--- config.mk ---
export PLATFORM = sky130hd
export DESIGN_NAME = evt_readout_seq
export DESIGN_NICKNAME = d
export VERILOG_FILES = /design/src/rtl/ers_pkg.sv /design/src/rtl/ers_pick.sv /design/src/rtl/ers_fsm.sv /design/src/rtl/ers_hdr.sv /design/src/rtl/evt_readout_seq.sv
export SDC_FILE = /design/constraint.sdc
export NUM_CORES = 1
export LEC_CHECK = 0
export BUFFER_PORTS_ARGS = -buffer_cell sky130_fd_sc_hd__buf_4
export CAP_MARGIN = 30
export CORE_UTILIZATION = 31
export CTS_CLUSTER_DIAMETER = 40
export DETAILED_ROUTE_END_ITERATION = 10
export GPL_TIMING_DRIVEN = 0
export SETUP_SLACK_MARGIN = 0.02
export SYNTH_ARGS = -nofsm -noshare
export SYNTH_HDL_FRONTEND = slang
export SYNTH_SLANG_ARGS = --single-unit
--- constraint.sdc ---
create_clock -name clk -period 2 [get_ports clk]
set_input_delay 0 -clock clk [delete_from_list [all_inputs] [get_ports clk]]
set_output_delay 0 -clock clk [all_outputs]
set_load 0.005 [all_outputs]
--- src/rtl/ers_pkg.sv ---
package ers_pkg;

  typedef enum logic [1:0] {
    ST_IDLE,
    ST_SEEK,
    ST_READ,
    ST_HDR
  } seq_st_e;

  function automatic int unsigned idx_width(int unsigned n);
    return (n <= 1) ? 1 : $clog2(n);
  endfunction

endpackage

--- src/rtl/ers_pick.sv ---
// Lowest-set-bit selector over the chips still to be visited.
module ers_pick #(
  parameter int unsigned N_CHIPS = 4,
  parameter int unsigned IDX_W   = 2
) (
  input  logic [N_CHIPS-1:0] todo_i,
  output logic               any_o,
  output logic [IDX_W-1:0]   idx_o,
  output logic [N_CHIPS-1:0] onehot_o
);

  logic [N_CHIPS-1:0] below_seen;

  assign any_o = |todo_i;

  // below_seen[k] is set when some lower chip is still pending
  generate
    for (genvar k = 0; k < N_CHIPS; k++) begin : g_scan
      if (k == 0) begin : g_first
        assign below_seen[k] = 1'b0;
      end else begin : g_rest
        assign below_seen[k] = below_seen[k-1] | todo_i[k-1];
      end
      assign onehot_o[k] = todo_i[k] & ~below_seen[k];
    end
  endgenerate

  always_comb begin
    idx_o = '0;
    for (int i = 0; i < int'(N_CHIPS); i++) begin
      if (onehot_o[i]) idx_o = IDX_W'(i);
    end
  end

endmodule

--- src/rtl/ers_fsm.sv ---
// Event sequencing: accept handling, pending slot, chip walk, header slot.
module ers_fsm
  import ers_pkg::*;
#(
  parameter int unsigned N_CHIPS = 4,
  parameter int unsigned IDX_W   = 2,
  parameter int unsigned BUF_W   = 4,
  parameter int unsigned BX_W    = 8
) (
  input  logic               clk,
  input  logic               rst_n,
  input  logic               l2a_i,
  input  logic [BUF_W-1:0]   buf_i,
  input  logic [BX_W-1:0]    bx_i,
  input  logic [N_CHIPS-1:0] mask_i,
  input  logic               hit_vld_i,
  input  logic               hit_eoc_i,
  input  logic               fifo_full_i,
  input  logic               pick_any_i,
  input  logic [N_CHIPS-1:0] pick_oh_i,
  input  logic [IDX_W-1:0]   pick_idx_i,
  output logic [N_CHIPS-1:0] todo_o,
  output logic [IDX_W-1:0]   cur_idx_o,
  output logic [BUF_W-1:0]   ev_buf_o,
  output logic [BX_W-1:0]    ev_bx_o,
  output logic               done_q_o,
  output logic               start_evt_o,
  output logic               hit_rdy_o,
  output logic               hit_take_o,
  output logic               hdr_wr_o
);

  seq_st_e            state_q;
  logic [N_CHIPS-1:0] todo_q;
  logic [N_CHIPS-1:0] ev_mask_q;
  logic [IDX_W-1:0]   cur_idx_q;
  logic [BUF_W-1:0]   ev_buf_q;
  logic [BX_W-1:0]    ev_bx_q;
  logic               done_q;

  logic               pend_q;
  logic [BUF_W-1:0]   pend_buf_q;
  logic [BX_W-1:0]    pend_bx_q;
  logic [N_CHIPS-1:0] pend_mask_q;

  // named internal events
  logic in_idle, in_read, in_hdr;
  logic idle_go, chip_end, park_accept;
  logic [N_CHIPS-1:0] start_mask;

  assign in_idle     = (state_q == ST_IDLE);
  assign in_read     = (state_q == ST_READ);
  assign in_hdr      = (state_q == ST_HDR);
  assign idle_go     = in_idle && (pend_q || l2a_i);
  assign hit_rdy_o   = in_read && !fifo_full_i;
  assign hit_take_o  = hit_rdy_o && hit_vld_i;
  assign chip_end    = hit_rdy_o && hit_eoc_i;
  assign hdr_wr_o    = in_hdr && !fifo_full_i;
  assign park_accept = l2a_i && !in_idle && !pend_q;
  assign start_mask  = pend_q ? pend_mask_q : mask_i;
  assign start_evt_o = idle_go;

  // capture of event parameters and the single pending slot
  always_ff @(posedge clk) begin
    if (!rst_n) begin
      ev_buf_q    <= '0;
      ev_bx_q     <= '0;
      ev_mask_q   <= '0;
      pend_q      <= 1'b0;
      pend_buf_q  <= '0;
      pend_bx_q   <= '0;
      pend_mask_q <= '0;
    end else if (in_idle && pend_q) begin
      ev_buf_q  <= pend_buf_q;
      ev_bx_q   <= pend_bx_q;
      ev_mask_q <= pend_mask_q;
      pend_q    <= l2a_i;
      if (l2a_i) begin
        pend_buf_q  <= buf_i;
        pend_bx_q   <= bx_i;
        pend_mask_q <= mask_i;
      end
    end else if (in_idle && l2a_i) begin
      ev_buf_q  <= buf_i;
      ev_bx_q   <= bx_i;
      ev_mask_q <= mask_i;
    end else if (park_accept) begin
      pend_q      <= 1'b1;
      pend_buf_q  <= buf_i;
      pend_bx_q   <= bx_i;
      pend_mask_q <= mask_i;
    end
  end

  // sequence through chips and the header slot
  always_ff @(posedge clk) begin
    if (!rst_n) begin
      state_q   <= ST_IDLE;
      todo_q    <= '0;
      cur_idx_q <= '0;
      done_q    <= 1'b1;
    end else begin
      if (idle_go)       done_q <= 1'b0;
      else if (hdr_wr_o) done_q <= 1'b1;

      unique case (state_q)
        ST_IDLE: if (idle_go) begin
          todo_q  <= start_mask;
          state_q <= ST_SEEK;
        end
        ST_SEEK: if (pick_any_i) begin
          cur_idx_q <= pick_idx_i;
          todo_q    <= todo_q & ~pick_oh_i;
          state_q   <= ST_READ;
        end else begin
          state_q <= ST_HDR;
        end
        ST_READ: if (chip_end) state_q <= ST_SEEK;
        ST_HDR:  if (hdr_wr_o) state_q <= ST_IDLE;
        default: state_q <= ST_IDLE;
      endcase
    end
  end

  assign todo_o    = todo_q;
  assign cur_idx_o = cur_idx_q;
  assign ev_buf_o  = ev_buf_q;
  assign ev_bx_o   = ev_bx_q;
  assign done_q_o  = done_q;


  skip_masked_chk: assert property (@(posedge clk) disable iff (!rst_n)
    hit_rdy_o |-> ev_mask_q[cur_idx_q]);


  full_holds_chk: assert property (@(posedge clk) disable iff (!rst_n)
    (in_read && fifo_full_i) |=> (in_read && $stable(cur_idx_q)));


  done_after_hdr_chk: assert property (@(posedge clk) disable iff (!rst_n)
    hdr_wr_o |=> done_q);


  accept_clears_chk: assert property (@(posedge clk) disable iff (!rst_n)
    (l2a_i && !in_hdr) |=> !done_q);


  pend_served_chk: assert property (@(posedge clk) disable iff (!rst_n)
    (hdr_wr_o && pend_q) |=> ##1 (state_q == ST_SEEK));

endmodule

--- src/rtl/ers_hdr.sv ---
// Data-word tally, header packing and the published count register.
module ers_hdr #(
  parameter int unsigned BUF_W  = 4,
  parameter int unsigned BX_W   = 8,
  parameter int unsigned CNT_W  = 12,
  parameter int unsigned DATA_W = 32
) (
  input  logic              clk,
  input  logic              rst_n,
  input  logic              start_evt_i,
  input  logic              hit_take_i,
  input  logic              hdr_wr_i,
  input  logic [BUF_W-1:0]  ev_buf_i,
  input  logic [BX_W-1:0]   ev_bx_i,
  output logic [DATA_W-1:0] header_o,
  output logic [CNT_W-1:0]  wc_o
);

  localparam int unsigned PAD_W = DATA_W - BUF_W - BX_W - CNT_W;

  function automatic logic [DATA_W-1:0] pack_header(
    input logic [BUF_W-1:0] b,
    input logic [BX_W-1:0]  x,
    input logic [CNT_W-1:0] n
  );
    return {b, x, {PAD_W{1'b0}}, n};
  endfunction

  logic [CNT_W-1:0] run_cnt_q;
  logic [CNT_W-1:0] wc_q;

  always_ff @(posedge clk) begin
    if (!rst_n)           run_cnt_q <= '0;
    else if (start_evt_i) run_cnt_q <= '0;
    else if (hit_take_i)  run_cnt_q <= run_cnt_q + 1'b1;
  end

  always_ff @(posedge clk) begin
    if (!rst_n)        wc_q <= '0;
    else if (hdr_wr_i) wc_q <= run_cnt_q;
  end

  assign header_o = pack_header(ev_buf_i, ev_bx_i, run_cnt_q);
  assign wc_o     = wc_q;


  count_hold_chk: assert property (@(posedge clk) disable iff (!rst_n)
    !hdr_wr_i |=> $stable(wc_q));

endmodule

--- src/rtl/evt_readout_seq.sv ---
module evt_readout_seq
  import ers_pkg::*;
#(
  parameter int unsigned N_CHIPS = 4,
  parameter int unsigned BUF_W   = 4,
  parameter int unsigned BX_W    = 8,
  parameter int unsigned CNT_W   = 12,
  parameter int unsigned DATA_W  = 32,
  localparam int unsigned IDX_W  = idx_width(N_CHIPS)
) (
  input  logic               clk,
  input  logic               rst_n,
  input  logic               l2a_i,
  input  logic [BUF_W-1:0]   buf_num_i,
  input  logic [BX_W-1:0]    bunch_id_i,
  input  logic [N_CHIPS-1:0] scan_mask_i,
  output logic [IDX_W-1:0]   hit_sel_o,
  output logic               hit_rdy_o,
  input  logic               hit_vld_i,
  input  logic               hit_eoc_i,
  input  logic [DATA_W-1:0]  hit_word_i,
  input  logic               fifo_full_i,
  output logic               fifo_wr_o,
  output logic [DATA_W-1:0]  fifo_wdata_o,
  output logic               local_done_o,
  output logic [CNT_W-1:0]   word_count_o
);

  logic [N_CHIPS-1:0] todo;
  logic               pick_any;
  logic [N_CHIPS-1:0] pick_oh;
  logic [IDX_W-1:0]   pick_idx;
  logic [IDX_W-1:0]   cur_idx;
  logic [BUF_W-1:0]   ev_buf;
  logic [BX_W-1:0]    ev_bx;
  logic               done_q;
  logic               start_evt;
  logic               hit_take;
  logic               hdr_wr;
  logic [DATA_W-1:0]  header;

  ers_pick #(.N_CHIPS(N_CHIPS), .IDX_W(IDX_W)) u_pick (
    .todo_i   (todo),
    .any_o    (pick_any),
    .idx_o    (pick_idx),
    .onehot_o (pick_oh)
  );

  ers_fsm #(.N_CHIPS(N_CHIPS), .IDX_W(IDX_W), .BUF_W(BUF_W), .BX_W(BX_W)) u_fsm (
    .clk         (clk),
    .rst_n       (rst_n),
    .l2a_i       (l2a_i),
    .buf_i       (buf_num_i),
    .bx_i        (bunch_id_i),
    .mask_i      (scan_mask_i),
    .hit_vld_i   (hit_vld_i),
    .hit_eoc_i   (hit_eoc_i),
    .fifo_full_i (fifo_full_i),
    .pick_any_i  (pick_any),
    .pick_oh_i   (pick_oh),
    .pick_idx_i  (pick_idx),
    .todo_o      (todo),
    .cur_idx_o   (cur_idx),
    .ev_buf_o    (ev_buf),
    .ev_bx_o     (ev_bx),
    .done_q_o    (done_q),
    .start_evt_o (start_evt),
    .hit_rdy_o   (hit_rdy_o),
    .hit_take_o  (hit_take),
    .hdr_wr_o    (hdr_wr)
  );

  ers_hdr #(.BUF_W(BUF_W), .BX_W(BX_W), .CNT_W(CNT_W), .DATA_W(DATA_W)) u_hdr (
    .clk         (clk),
    .rst_n       (rst_n),
    .start_evt_i (start_evt),
    .hit_take_i  (hit_take),
    .hdr_wr_i    (hdr_wr),
    .ev_buf_i    (ev_buf),
    .ev_bx_i     (ev_bx),
    .header_o    (header),
    .wc_o        (word_count_o)
  );

  assign hit_sel_o    = cur_idx;
  assign fifo_wr_o    = hit_take | hdr_wr;
  assign fifo_wdata_o = hdr_wr ? header : hit_word_i;
  assign local_done_o = done_q & ~l2a_i;


  no_write_when_full_chk: assert property (@(posedge clk) disable iff (!rst_n)
    fifo_full_i |-> !fifo_wr_o);


  hdr_not_with_data_chk: assert property (@(posedge clk) disable iff (!rst_n)
    fifo_wr_o |-> !(hit_take && hdr_wr));

endmodule

# Yosys cells after proc, flatten, opt, wreduce, memory -nomap -nowiden
# Cells that the tools add are included.
dict set report totals {
  wordCells 95
  ff_bits 62
  input_bits 54
  output_inout_bits 49
}
dict set report classes {
  bitwise_logic 14
  n_eq_ne 9
  n_mux 34
  n_reduce_logical 25
  addsub 1
}
# cell n
set op_table {}
lappend op_table {{two-way mux 4 bit} 13}
lappend op_table {{two-way mux 8 bit} 6}
lappend op_table {{two-way mux 32 bit} 1}
lappend op_table {{adder 12 x 1 -> 12 bit (second input constant)} 1}
lappend op_table {{two-way mux 2 bit} 5}
lappend op_table {{!= test 2 bit (second input constant)} 5}
lappend op_table {{logical AND 1 bit} 9}
lappend op_table {{AND reduction 3 bit} 3}
lappend op_table {{one-hot mux 2 bit (4 select lines)} 1}
lappend op_table {{one-hot mux 4 bit (2 select lines)} 1}
lappend op_table {{nonzero test 2 bit} 4}
lappend op_table {{two-way mux 1 bit} 7}
lappend op_table {{NOT 1 bit} 5}
lappend op_table {{AND 1 bit} 4}
lappend op_table {{AND 4 bit} 1}
lappend op_table {{equality test 2 bit (second input constant)} 2}
lappend op_table {{NOT 4 bit} 1}
lappend op_table {{AND reduction 2 bit} 2}
lappend op_table {{OR reduction 4 bit} 1}
lappend op_table {{zero test 1 bit} 3}
lappend op_table {{bitwise OR 1 bit} 3}
lappend op_table {{equality test 2 x 1 -> 1 bit (second input constant)} 1}
lappend op_table {{zero test 2 bit} 1}
lappend op_table {{!= test 2 x 1 -> 1 bit (second input constant)} 1}
lappend op_table {{other kinds (2)} 2}

# Longest topological paths before layout
# Gate-level depths: netlist of the first run.
dict set report depth {
  word_depth 8
  mapped_depth 7
  ltp_nobuf 5
}

# Modules after synthesis
# Synthesis of the first run repeated with hierarchy kept, for this count alone.
dict set report unflattened {
  hier_cells 362
  area_unflattened_um2 3427.0
}
# module instances area_each_um2 cells_each seq_area_each_um2
set modules_own_cells {}
lappend modules_own_cells {ers_fsm 1 1695.4 200 760.7}
lappend modules_own_cells {ers_hdr 1 1119.8 114 480.5}
lappend modules_own_cells {evt_readout_seq 1 553.0 38 0.0}
lappend modules_own_cells {ers_pick 1 58.8 10 0.0}

# Worst setup path before layout of the first run
# Ideal clock, no wire load.
dict set report synth_path {
  kind {flip-flop to flip-flop}
  from {register u_fsm.state_q[0]}
  to {register u_hdr.run_cnt_q[11]}
  period_less_slack_ps 1511
  path_slack_ps 489
  path_buffers 1
  arrival_ps 1445
  stages_incl_launch_ff 6
  t_required_ps 1934
  setup_ps 66
  cell_sequence {dfxtp_1 > buf_6 > nand4bb_1 > or2_1 > or4_4 > a21oi_2}
}
dict set report synth_between {
  elab_chain_cells 3
  elab_cells_between_ends 6
  cone_classes {eq/ne: 1; reduce/logical: 5}
}
# element line_no
set synth_rtl {}
lappend synth_rtl {{from (decl)} ers_fsm.sv:33} ;# seq_st_e state_q;
lappend synth_rtl {{from (signal assigned)} ers_fsm.sv:98} ;# state_q <= ST_IDLE;
lappend synth_rtl {{from (signal assigned)} ers_fsm.sv:109} ;# state_q <= ST_SEEK;
lappend synth_rtl {{from (signal assigned)} ers_fsm.sv:114} ;# state_q <= ST_READ;
lappend synth_rtl {{equality test 2 bit or zero test 2 bit (tied branches)} {ers_fsm.sv:52, ers_fsm.sv:51}}
lappend synth_rtl {{logical AND 1 bit, on equally long branches} {ers_fsm.sv:55, ers_fsm.sv:54}}
lappend synth_rtl {{logical AND 1 bit or OR reduction 2 bit (tied branches)} --}
lappend synth_rtl {{to (signal assigned)} ers_hdr.sv:35} ;# else if (hit_take_i) run_cnt_q <= run_cnt_q + 1'b1;
lappend synth_rtl {{to (decl)} ers_hdr.sv:29} ;# logic [CNT_W-1:0] run_cnt_q;
# Several ways; a longest one is shown, not always the timed one.
# A chain may end at the register's enable or synchronous reset.

# Worst setup path after layout of the first run
dict set report layout_path {
  from {register u_fsm.state_q[1]}
  to {output port fifo_wdata_o[29]}
}
dict set report layout_between {
  elab_chain_cells 3
}
# element line_no
set layout_rtl {}
lappend layout_rtl {{equality test 2 bit} ers_fsm.sv:53} ;# assign in_hdr = (state_q == ST_HDR);
lappend layout_rtl {{logical AND 1 bit} ers_fsm.sv:58} ;# assign hdr_wr_o = in_hdr && !fifo_full_i;
lappend layout_rtl {{two-way mux 32 bit} evt_readout_seq.sv:87} ;# assign fifo_wdata_o = hdr_wr ? header : hit_word_i;
lappend layout_rtl {{to (decl)} evt_readout_seq.sv:24} ;# output logic [DATA_W-1:0] fifo_wdata_o,
# No other way between the ends.

==> results of run 1 <==
[final cells by class]
class / count / area, um2 / area share (%)
Clock inverter: 7 / 113 / 2.63
Tap cell: 111 / 139 / 3.25
Sequential cell: 62 / 1240 / 29.0
Multi-Input combinational cell: 314 / 1560 / 36.5
Timing Repair Buffer: 119 / 938 / 21.9
Clock buffer: 9 / 124 / 2.89
Inverter: 3 / 11.3 / 0.263
Buffer: 30 / 151 / 3.54
[cell usage in the layout, fill, tap and decap left out, types with 14 or more instances in the layout]
cell and n:
o21ai_0 48, nand3_1 20, buf_4 102, dlygate4sd3_1 18, clkbuf_1 14, nand2_1 130
nor2_1 30, a21oi_1 15, a21boi_0 14, dfxtp_1 62
[timing repair]
| action | 4_1_cts | 5_1_grt |
|---|---|---|
| endpoints found under the hold margin | 19 | 0 |
| setup endpoints to repair | 30 | 40 |
| hold buffers | 18 | 0 |
| cloned | 0 | 0 |
| gates resized for setup | 4 | 19 |
[state kept, by name, summed over array words and instances, names as in the netlist]
name,count
u_fsm.todo_o,4
u_fsm.done_q_o,1
u_fsm.cur_idx_o,2
u_fsm.pend_mask_q,4
u_hdr.wc_o,12
u_fsm.pend_bx_q,8
u_fsm.pend_q,1
u_fsm.ev_bx_o,8
u_fsm.pend_buf_q,4
u_fsm.ev_buf_o,4
u_hdr.run_cnt_q,12
u_fsm.state_q,2
[power groups by stage]
| stage | Combinational, mW | Sequential, mW | Clock [mW] |
|---|---|---|---|
| 3_5_place_dp | 0.652 | 1.43 | 0 |
| 6_report | 0.683 | 1.40 | 1.33 |
| 5_1_grt | 0.772 | 1.42 | 1.42 |
| 3_3_place_gp | 0.643 | 1.42 | 0 |
| 4_1_cts | 0.684 | 1.40 | 1.36 |
| 2_1_floorplan | 0.375 | 1.41 | 0 |
[through the flow]
stage	cells	worst slack (ns)
3_5_place_dp	621	0.177
6_report	655	0.125
3_3_place_gp	621	0.220
5_1_grt	655	-0.0105
2_1_floorplan	409	0.489
4_1_cts	655	0.00720
[worst paths after layout]
| check | start | to | slack, ns |
|---|---|---|---|
| worst max register to register | u_fsm.state_q[0] | u_fsm.ev_bx_o[6] | 0.30 |
| worst max-delay path | u_fsm.state_q[1] | fifo_wdata_o[29] | 0.13 |
| worst min-delay path | fifo_full_i | u_fsm.state_q[1] | 0.05 |
| worst min register to register | u_fsm.pend_bx_q[7] | u_fsm.pend_bx_q[7] | 0.46 |
[metal layers]
layer	global-route usage (%)	routed length, um	vias up	part of all wire, %
met4	5.20	89	0	1.0
met2	32.1	4270	100	48
met1	22.9	4020	1453	45
met5	0	0	-	0
met3	4.85	467	7	5.3
li1	-	-	1622	-
[worst min-delay path, cell delays in order]
cell and delay (ns):
buf_4 0.10, o21ai_0 0.09, a21boi_0 0.15
[kinds of logic (layout without fill, tap and decap cells)]
group	after synthesis	count (layout)	share of synthesized area (%)
AO/OA/AOI/OAI	87	87	17.4
XOR/XNOR	9	9	2.68
adder cells (fa/ha/maj)	2	2	0.766
buffers and inverters	33	168	4.72
flip-flops	62	62	42.2
multiplexers	2	2	0.723
AND/OR/NAND/NOR	214	214	31.5
==> qor.yml, run 1 <==
detailed_routing:
  drt-vias-per-instance: 4.86
  drt-initial-drc-count: 133
  routed_wl_mm: 8.85
  drc: 0
  vias: 3182
  drt-pass1-iter-count: 4
  wl_per_cell_um: 13.5
  final_antenna_net_count: 0
floorplan:
  dieWidth_um: 99.4
  die-height_um: 99.4
  row_count: 35
  core-area_um2: 9200
  start_util_pct: 32.0
  dieArea_um2: 9880
  pin_count: 103
global_routing:
  grt-ovfl-total: 0
  grt_antenna_before_repair: 0
  grt_usage_pct: 18.6
  grt_max_degree: 12
  grt_pass1_vias: 3048
  grt_pass1_wl_mm: 14.4
setup_path:
  critPathLaunchType: "flip-flop"
  cp_cell_sequence: "buf_2, and2b_2, and2_1, buf_2, buf_4, nand2_1, nand2_1, buf_4"
  critPathKind: "flip-flop to output pin"
  cp-end-kind: "output pin"
  path_delay_family: "buffers and inverters"
  required_ns: 2.00
  cp_max_fo: 10
  cp_slowest_stage_delay_ns: 0.31
  critPathBufInv: 4
  r2r_cells: 6
  cp.arrival_ns: 1.87
  path_depth: 8
  critPathSlowestCell: "dfxtp_1"
sta:
  hold_ws_ns: 0.0471
  skew_ns: 0.00818
  fin_crit_sh_pct: 93.7
  slew-limit-headroom_pct: 64.2
  worst_slew_pin_slew_ns: 0.537
  totalNegativeSetupSlack_ns: 0
  hold_viol: 0
  max_freq_mhz: 533
  final_max_slew_viol_count: 0
  post-route-min-period_ns: 1.87
  rsz0062_at_grt: "true"
  finalSetupViolCount: 0
placed_design:
  gp_congestion: 0.810
  port_buffers: 101
  hpwl_mm: 6.56
  place_area_um2: 3840
clock_network:
  numCtsBuffers: 9
  cts_tree: "yes"
  ctsHtreeMaxLevel: 3
  clock-sinks: 62
  clock_latency_ns: 0.34
  clockRootBuffer: "clkbuf_8"
  post_cts_buffers: 0
  path_clk_slew_ns: 0.07
  cts.path.max_buffers: 2
cells_and_area:
  syn2layout_area_growth_pct: 45.5
  fin_util_pct: 46.5
  drive_gt1_share_pct: 25.2
  final_cell_area_um2: 4280
  final_net_count: 594
  fillCellCount: 959
  n_antenna_cell: 0
pwr:
  p_per_area_nw_per_um2: 798
  swShare_pct: 27.3
  clockPowerShare_pct: 39.0
  p_int_mw: 2.48
  switchingPower_uw: 933
  p_leak_nw: 1.86
  seqPwrFrac_pct: 41.0
  power_mw: 3.42
  ir_drop_v: 0.000338
  comb_power_share_pct: 20.0
yosys:
  ys_top_cells_by_count: "130 x nand2_1, 62 x dfxtp_1, 49 x o21ai_0"
  netlist_area_um2: 2940
  yosys.area.top_type_share_pct: 42.2
  ys_ff_latch: 62
  yosysTopAreaCell: "dfxtp_1"
  syn-num-nets: 464
  synth_ff_type: "dfxtp_1"
  syn_avg_cell_area_um2: 7.19
  synth-edff-count: 0
  yosys_warnings: 0
  synth.yosys.seq_area_share_pct: 42.2
  synth_area_leaders: "dfxtp_1 42%, nand2_1 17%, o21ai_0 8.3%, nor2_1 3.8%, a21boi_0 3.6%"
  async_flop_share_pct: 0
  yosysMostFrequentCell: "nand2_1"
  ys_types: 40
  syn_inst: 409
worst_hold_path:
  hp-class: "primary input to flip-flop"
  whs_path_depth: 3
status:
  outcome: "completed"
flow_run:
  max_cap_viol_count: 0
(Power assumes the default switching activity.)
==> inputs of run 2 (changes only) <==
CORE_UTILIZATION = 36   (was 31)
clock period = 1.55 ns   (was 2 ns; I/O delays follow)
==> run 2 against run 1 <==
  * The flow now finishes with violations (negative setup slack)
  * Sequential cell count did not move
  * Die area fell by 14%
  * Cell area grew 15%
  * Critical path depth is 1 lower
  * Non-clock buffer count is 18 higher
  * Clock skew is 0.0015 ns lower
  * Hold slack got worse by 0.030 ns
  * Critical path type unchanged
  * Combinational power increased by 68%
  * Final cell count up 1.2%
  * First-iteration DRC count decreased by 21%
==> qor.yml, run 2 (synthesis results as in run 1) <==
pwr:
  seqPwrFrac_pct: 43.1  # +2.1 points
  p_int_mw: 3.00  # +21%
  swShare_pct: 29.6  # +2.3 points
  switchingPower_mw: 1.26  # +35%
  power_mw: 4.26  # +25%
  clockPowerShare_pct: 29.8  # -9.2 points
  p_per_area_nw_per_um2: 868  # +8.8%
  comb_power_share_pct: 27.1  # +7.1 points
  ir_drop_v: 0.000654  # +94%
  p_leak_nw: 2.34  # +26%
cells_and_area:
  n_antenna_cell: 0  # unchanged
  drive_gt1_share_pct: 41.0  # +16 points
  stdcell_count: 663  # +1.2%
  final_net_count: 612  # +3.0%
  layout_common_cells: "93 x buf_4, 86 x nand2_1, 60 x dfxtp_1"
  layout_commonest_cell: "buf_4"
  syn2layout_area_growth_pct: 66.9
sta:
  hold_viol: 0  # unchanged
  max_freq_mhz: 615
  skew_ns: 0.00667  # -0.00151 ns
  fin_crit_sh_pct: 105
  finalSetupViolCount: 23  # +23
  post-route-min-period_ns: 1.63
  rsz0062_at_grt: "true"
  final_max_slew_viol_count: 0  # unchanged
  worst_slew_pin_slew_ns: 0.555  # +0.0174 ns
  slew-limit-headroom_pct: 63.0  # -1.2 points
  layout_setup_ws_ns: -0.0772  # -0.202 ns
worst_hold_path:
  hp-class: "primary input to flip-flop"
  whs_path_depth: 4  # +1
  whs_endpoint: "u_fsm.state_q[1]"
  holdCritStartpoint: "hit_eoc_i"
floorplan:
  dieWidth_um: 92.4  # -7.1%
  die-height_um: 92.4  # -7.1%
  start_util_pct: 37.7  # +5.7 points
  pin_count: 103  # unchanged
  core-area_um2: 7810  # -15%
  row_count: 32  # -8.6%
  dieArea_um2: 8530  # -14%
setup_path:
  r2r_cells: 8  # +2
  reg2reg_slack_ns: 0  # -0.30 ns
  reg2reg_to: "u_fsm.done_q_o"
  required_ns: 1.55  # -0.45 ns
  critPathLaunchType: "flip-flop"
  critPathKind: "flip-flop to output pin"
  cp.arrival_ns: 1.63  # -0.24 ns
  cp-end-kind: "output pin"
  cp_max_fo: 8  # -2
  r2r_start: "u_fsm.state_q[1]"
  cp-startpoint: "u_fsm.state_q[1]"
placed_design:
  hpwl_mm: 6.12  # -6.8%
  dp_cells: 612  # -1.4%
  gp_congestion: 0.806  # -0.46%
  port_buffers: 101  # unchanged
global_routing:
  grt_max_degree: 11  # -1
  grt-ovfl-total: 0  # unchanged
  grt_pass1_wl_mm: 14.4  # -0.19%
  grt_usage_pct: 21.4  # +2.8 points
  grt_antenna_before_repair: 0  # unchanged
  grt_pass1_vias: 3027  # -0.69%
clock_network:
  clock-sinks: 62  # unchanged
  clock_latency_ns: 0.34  # about the same
  clockRootBuffer: "clkbuf_8"
  cts.path.max_buffers: 2  # unchanged
  numCtsBuffers: 9  # unchanged
  cts_tree: "yes"
  ctsHtreeMaxLevel: 3  # unchanged
  path_clk_slew_ns: 0.07  # about the same
status:
  outcome: "finished, violations left"
  violations: "negative setup slack"
detailed_routing:
  drt-pass1-iter-count: 4  # unchanged
  routed_wl_mm: 9.07  # +2.5%
  drt-initial-drc-count: 105  # -21%
  vias: 3309  # +4.0%
  final_antenna_net_count: 0  # unchanged
  wl_per_cell_um: 13.7  # +1.3%
  drt-vias-per-instance: 4.99  # +2.7%
  drc: 0  # unchanged
flow_run:
  max_cap_viol_count: 0  # unchanged
-- run 2: cell count changes in the layout (fill, tap and decap cells not counted), moves of 5 or more --
cell	delta
and2_1	-9
and2_4	+9
buf_4	-9
buf_6	+32
buf_8	+7
clkbuf_1	-5
nand2_1	-44
nand2_2	+26
nand2_4	+18
-- run 2: worst max-delay path, stage by stage (launching register included) --
cell	delay, ns
dfxtp_2	0.33
buf_8	0.12
and2b_2	0.22
and2_4	0.22
clkbuf_16	0.18
nand2_4	0.06
nand2_2	0.05
buf_6	0.11
-- run 2: through the flow --
| step | setup TNS (ns) | instance area, um2 | utilization, % | hold WS [ns] | worst slack, ns |
|---|---|---|---|---|---|
| after global routing | -2.90 | 4910 | 62.8 | 0.0575 | -0.137 |
| after floorplan | 0 | 2940 | - | 0.0895 | 0.0389 |
| after global placement | -9.41 | 3830 | 49.0 | 0.225 | -0.216 |
| final | -1.25 | 4910 | 62.8 | 0.0173 | -0.0772 |
| after detailed placement | -11.91 | 3830 | 49.0 | 0.233 | -0.246 |
| after CTS | -1.96 | 4520 | 57.8 | 0.0117 | -0.100 |
-- run 2: area by class of cell --
| class | instances | area (um2) |
|---|---|---|
| repair buffers | 140 | 1230 |
| multi-input cells | 314 | 1870 |
| clock inverters | 1 | 5.00 |
| flip-flops and latches | 62 | 1250 |
| plain buffers | 27 | 246 |
| fillers | 702 | 2900 |
| inverters | 3 | 11.3 |
| well taps | 102 | 128 |
| clock buffers | 14 | 163 |
-- run 2: power by group through the flow --
stage	clock network [mW]	registers [mW]	logic, mW
4_1_cts	1.29	1.82	1.00
3_3_place_gp	0	1.83	0.831
3_5_place_dp	0	1.84	0.839
2_1_floorplan	0	1.82	0.484
5_1_grt	1.37	1.85	1.26
6_report	1.27	1.84	1.15
-- run 2: worst max path at each step --
stage                               end  slack [ns]  cells after the start
floorplan           u_hdr.run_cnt_q[11]        0.04                      5
global placement     u_hdr.run_cnt_q[4]       -0.22                      6
detailed placement   u_hdr.run_cnt_q[4]       -0.25                      6
CTS                     fifo_wdata_o[7]       -0.10                      7
global route            fifo_wdata_o[4]       -0.14                      7
finish                 fifo_wdata_o[30]       -0.08                      7
-- run 2: repair_timing --
| item | in CTS | in global routing |
|---|---|---|
| hold endpoints to repair | 18 | 0 |
| gates cloned | 2 | 2 |
| buffers inserted | 9 | 10 |
| hold buffers | 17 | 0 |
| endpoints found under the setup margin | 87 | 73 |
| pin swaps | 19 | 24 |
| resized for setup | 86 | 102 |
-- run 2: routing by layer --
layer / wire length (um) / GRT usage [%] / share of wire [%] / up-vias
met2: 4510 / 36.9 / 50 / 97
met4: 104 / 8.33 / 1.1 / 0
met3: 432 / 2.87 / 4.8 / 9
met1: 4030 / 27.0 / 44 / 1538
met5: 0 / 0 / 0 / -
li1: - / - / - / 1665
==> inputs of run 3 (changes only) <==
BUFFER_PORTS_ARGS = -buffer_cell sky130_fd_sc_hd__clkbuf_2   (was -buffer_cell sky130_fd_sc_hd__buf_4)
==> run 3 against run 2 <==
  * The run still ends with negative setup slack left
  * Sequential share of layout area up 1.2 points
  * Highest routed layer unchanged
  * Sequential cell count unchanged
  * Via count down 1.9%
  * Final cell count up 0.45%
  * Hold slack better by 0.040 ns
  * Largest power group unchanged
  * Clock skew up 0.0041 ns
  * Combinational power down 10%
==> qor.yml, run 3 (synthesis results as in run 1) <==
status:
  outcome: "finished, violations left"
  violations: "negative setup slack"
sta:
  layout_setup_ws_ns: -0.0899  # -0.0127 ns
  max_freq_mhz: 610  # -0.78%
  post-route-min-period_ns: 1.64  # +0.0127 ns
  rsz0062_at_grt: "true"
  skew_ns: 0.0108  # +0.00411 ns
  worst_slew_pin_slew_ns: 0.527  # -0.0278 ns
  finalSetupViolCount: 32  # +39%
  hold_viol: 0  # unchanged
  hold_ws_ns: 0.0570  # +0.0397 ns
  slew-limit-headroom_pct: 64.9  # +1.9 points
  totalNegativeSetupSlack_ns: -1.57  # -0.319 ns
  final_max_slew_viol_count: 0  # unchanged
  fin_crit_sh_pct: 106  # +0.82 points
global_routing:
  grt_usage_pct: 20.3  # -1.1 points
  grt_antenna_before_repair: 0  # unchanged
  grt_pass1_wl_mm: 13.7  # -4.8%
  grt_max_degree: 11  # unchanged
  grt-ovfl-total: 0  # unchanged
  grt_pass1_vias: 2947  # -2.6%
pwr:
  comb_power_share_pct: 22.2  # -4.9 points
  p_per_area_nw_per_um2: 990  # +14%
  clockPowerShare_pct: 38.3  # +8.5 points
  seqPwrFrac_pct: 39.5  # -3.6 points
  switchingPower_mw: 1.23  # -2.3%
  p_int_mw: 3.39  # +13%
  ir_drop_v: 0.000603  # -7.9%
  power_mw: 4.63  # +8.6%
  p_leak_nw: 2.28  # -2.4%
  swShare_pct: 26.6  # -3.0 points
clock_network:
  clock_latency_ns: 0.35  # about the same
  numCtsBuffers: 9  # unchanged
  clockRootBuffer: "clkbuf_8"
  cts.path.max_buffers: 2  # unchanged
  ctsHtreeMaxLevel: 3  # unchanged
  path_clk_slew_ns: 0.06  # about the same
  cts_tree: "yes"
  clock-sinks: 62  # unchanged
flow_run:
  max_cap_viol_count: 0  # unchanged
cells_and_area:
  stdcell_count: 666  # +0.45%
  layout_commonest_cell: "nand2_1"
  layout_common_cells: "96 x nand2_1, 94 x clkbuf_2, 58 x dfxtp_1"
  final_net_count: 614  # +0.33%
  syn2layout_area_growth_pct: 59.1
  drive_gt1_share_pct: 38.5  # -2.5 points
  n_antenna_cell: 0  # unchanged
setup_path:
  cp.arrival_ns: 1.64  # about the same
  critPathKind: "flip-flop to output pin"
  cp_max_fo: 6  # -2
  required_ns: 1.55  # about the same
  cp-end-kind: "output pin"
  path_delay_family: "simple AND/OR/NAND/NOR gates"
  critPathBufInv: 3  # unchanged
  critPathLaunchType: "flip-flop"
  cp_slowest_stage_delay_ns: 0.34  # about the same
  cp_cell_sequence: "buf_8, and2b_2, and2_4, clkbuf_16, nand2_4, nand2_2, clkbuf_2"
  critPathSlowestCell: "dfxtp_2"
placed_design:
  gp_congestion: 0.834  # +3.5%
  hpwl_mm: 5.93  # -3.0%
  dpl_worst_slack_ns: -0.242  # +0.00336 ns
  port_buffers: 101  # unchanged
  dp_cells: 612  # unchanged
worst_hold_path:
  hp-class: "primary input to flip-flop"
floorplan:
  core-area_um2: 7810  # unchanged
  row_count: 32  # unchanged
  dieArea_um2: 8530  # unchanged
  die-height_um: 92.4  # unchanged
  start_util_pct: 37.7  # unchanged
  dieWidth_um: 92.4  # unchanged
  pin_count: 103  # unchanged
detailed_routing:
  routed_wl_mm: 8.64  # -4.7%
  drt-initial-drc-count: 103  # -1.9%
  vias: 3247  # -1.9%
  drt-pass1-iter-count: 4  # unchanged
  drc: 0  # unchanged
  final_antenna_net_count: 0  # unchanged
  wl_per_cell_um: 13.0  # -5.2%
  drt-vias-per-instance: 4.88  # -2.3%
run 3: stage by stage:
| stage | cell area [um2] | utilization (%) |
|---|---|---|
| 6_report | 4680 | 59.9 |
| 5_1_grt | 4680 | 59.9 |
| 4_1_cts | 4360 | 55.9 |
| 3_5_place_dp | 3570 | 45.8 |
| 3_3_place_gp | 3570 | 45.8 |
| 2_1_floorplan | 2940 | - |
run 3: what timing repair did:
action	4_1_cts	5_1_grt
hold buffers	18	0
buffers inserted	7	13
cloned	2	1
gates resized for setup	81	69
pin swaps	14	21
endpoints found under the setup margin	86	73
endpoints found under the hold margin	18	0
run 3: layer usage:
layer	vias up	track usage [%]	routed length [um]
met4	0	4.82	90
met5	-	0	0
li1	1662	-	-
met2	79	34.9	4340
met3	9	5.42	418
met1	1497	25.2	3790
run 3: final timing paths:
path,startpoint,to,slack (ns),cells past startpoint
hold reg to reg,u_fsm.pend_bx_q[3],u_fsm.pend_bx_q[3],0.45,2
setup / recovery,u_fsm.state_q[1],fifo_wdata_o[29],-0.09,7
setup reg to reg,u_fsm.state_q[1],u_hdr.wc_o[6],0,8
hold / removal,fifo_full_i,u_fsm.state_q[1],0.06,3
run 3: tightest hold or removal path: cells and delay by family:
family / cells / cell delay, ns
buf+inv: 1 / 0.11
compound gates: 2 / 0.25
run 3: power by group through the flow:
stage	clock network, mW	registers (mW)	logic (mW)
global route	1.88	1.84	1.14
CTS	1.79	1.82	0.894
finish	1.77	1.83	1.03
detailed placement	0	1.84	0.763
global placement	0	1.83	0.756
floorplan	0	1.82	0.484
run 3: final cells by class:
type / count / area, um2
clock buffer: 13 / 159
inverter: 3 / 11.3
buffer: 27 / 231
sequential: 62 / 1250
clock inverter: 3 / 90.1
fill: 764 / 3130
timing repair buffer: 142 / 990
tap: 102 / 128
multi-input combinational: 314 / 1820
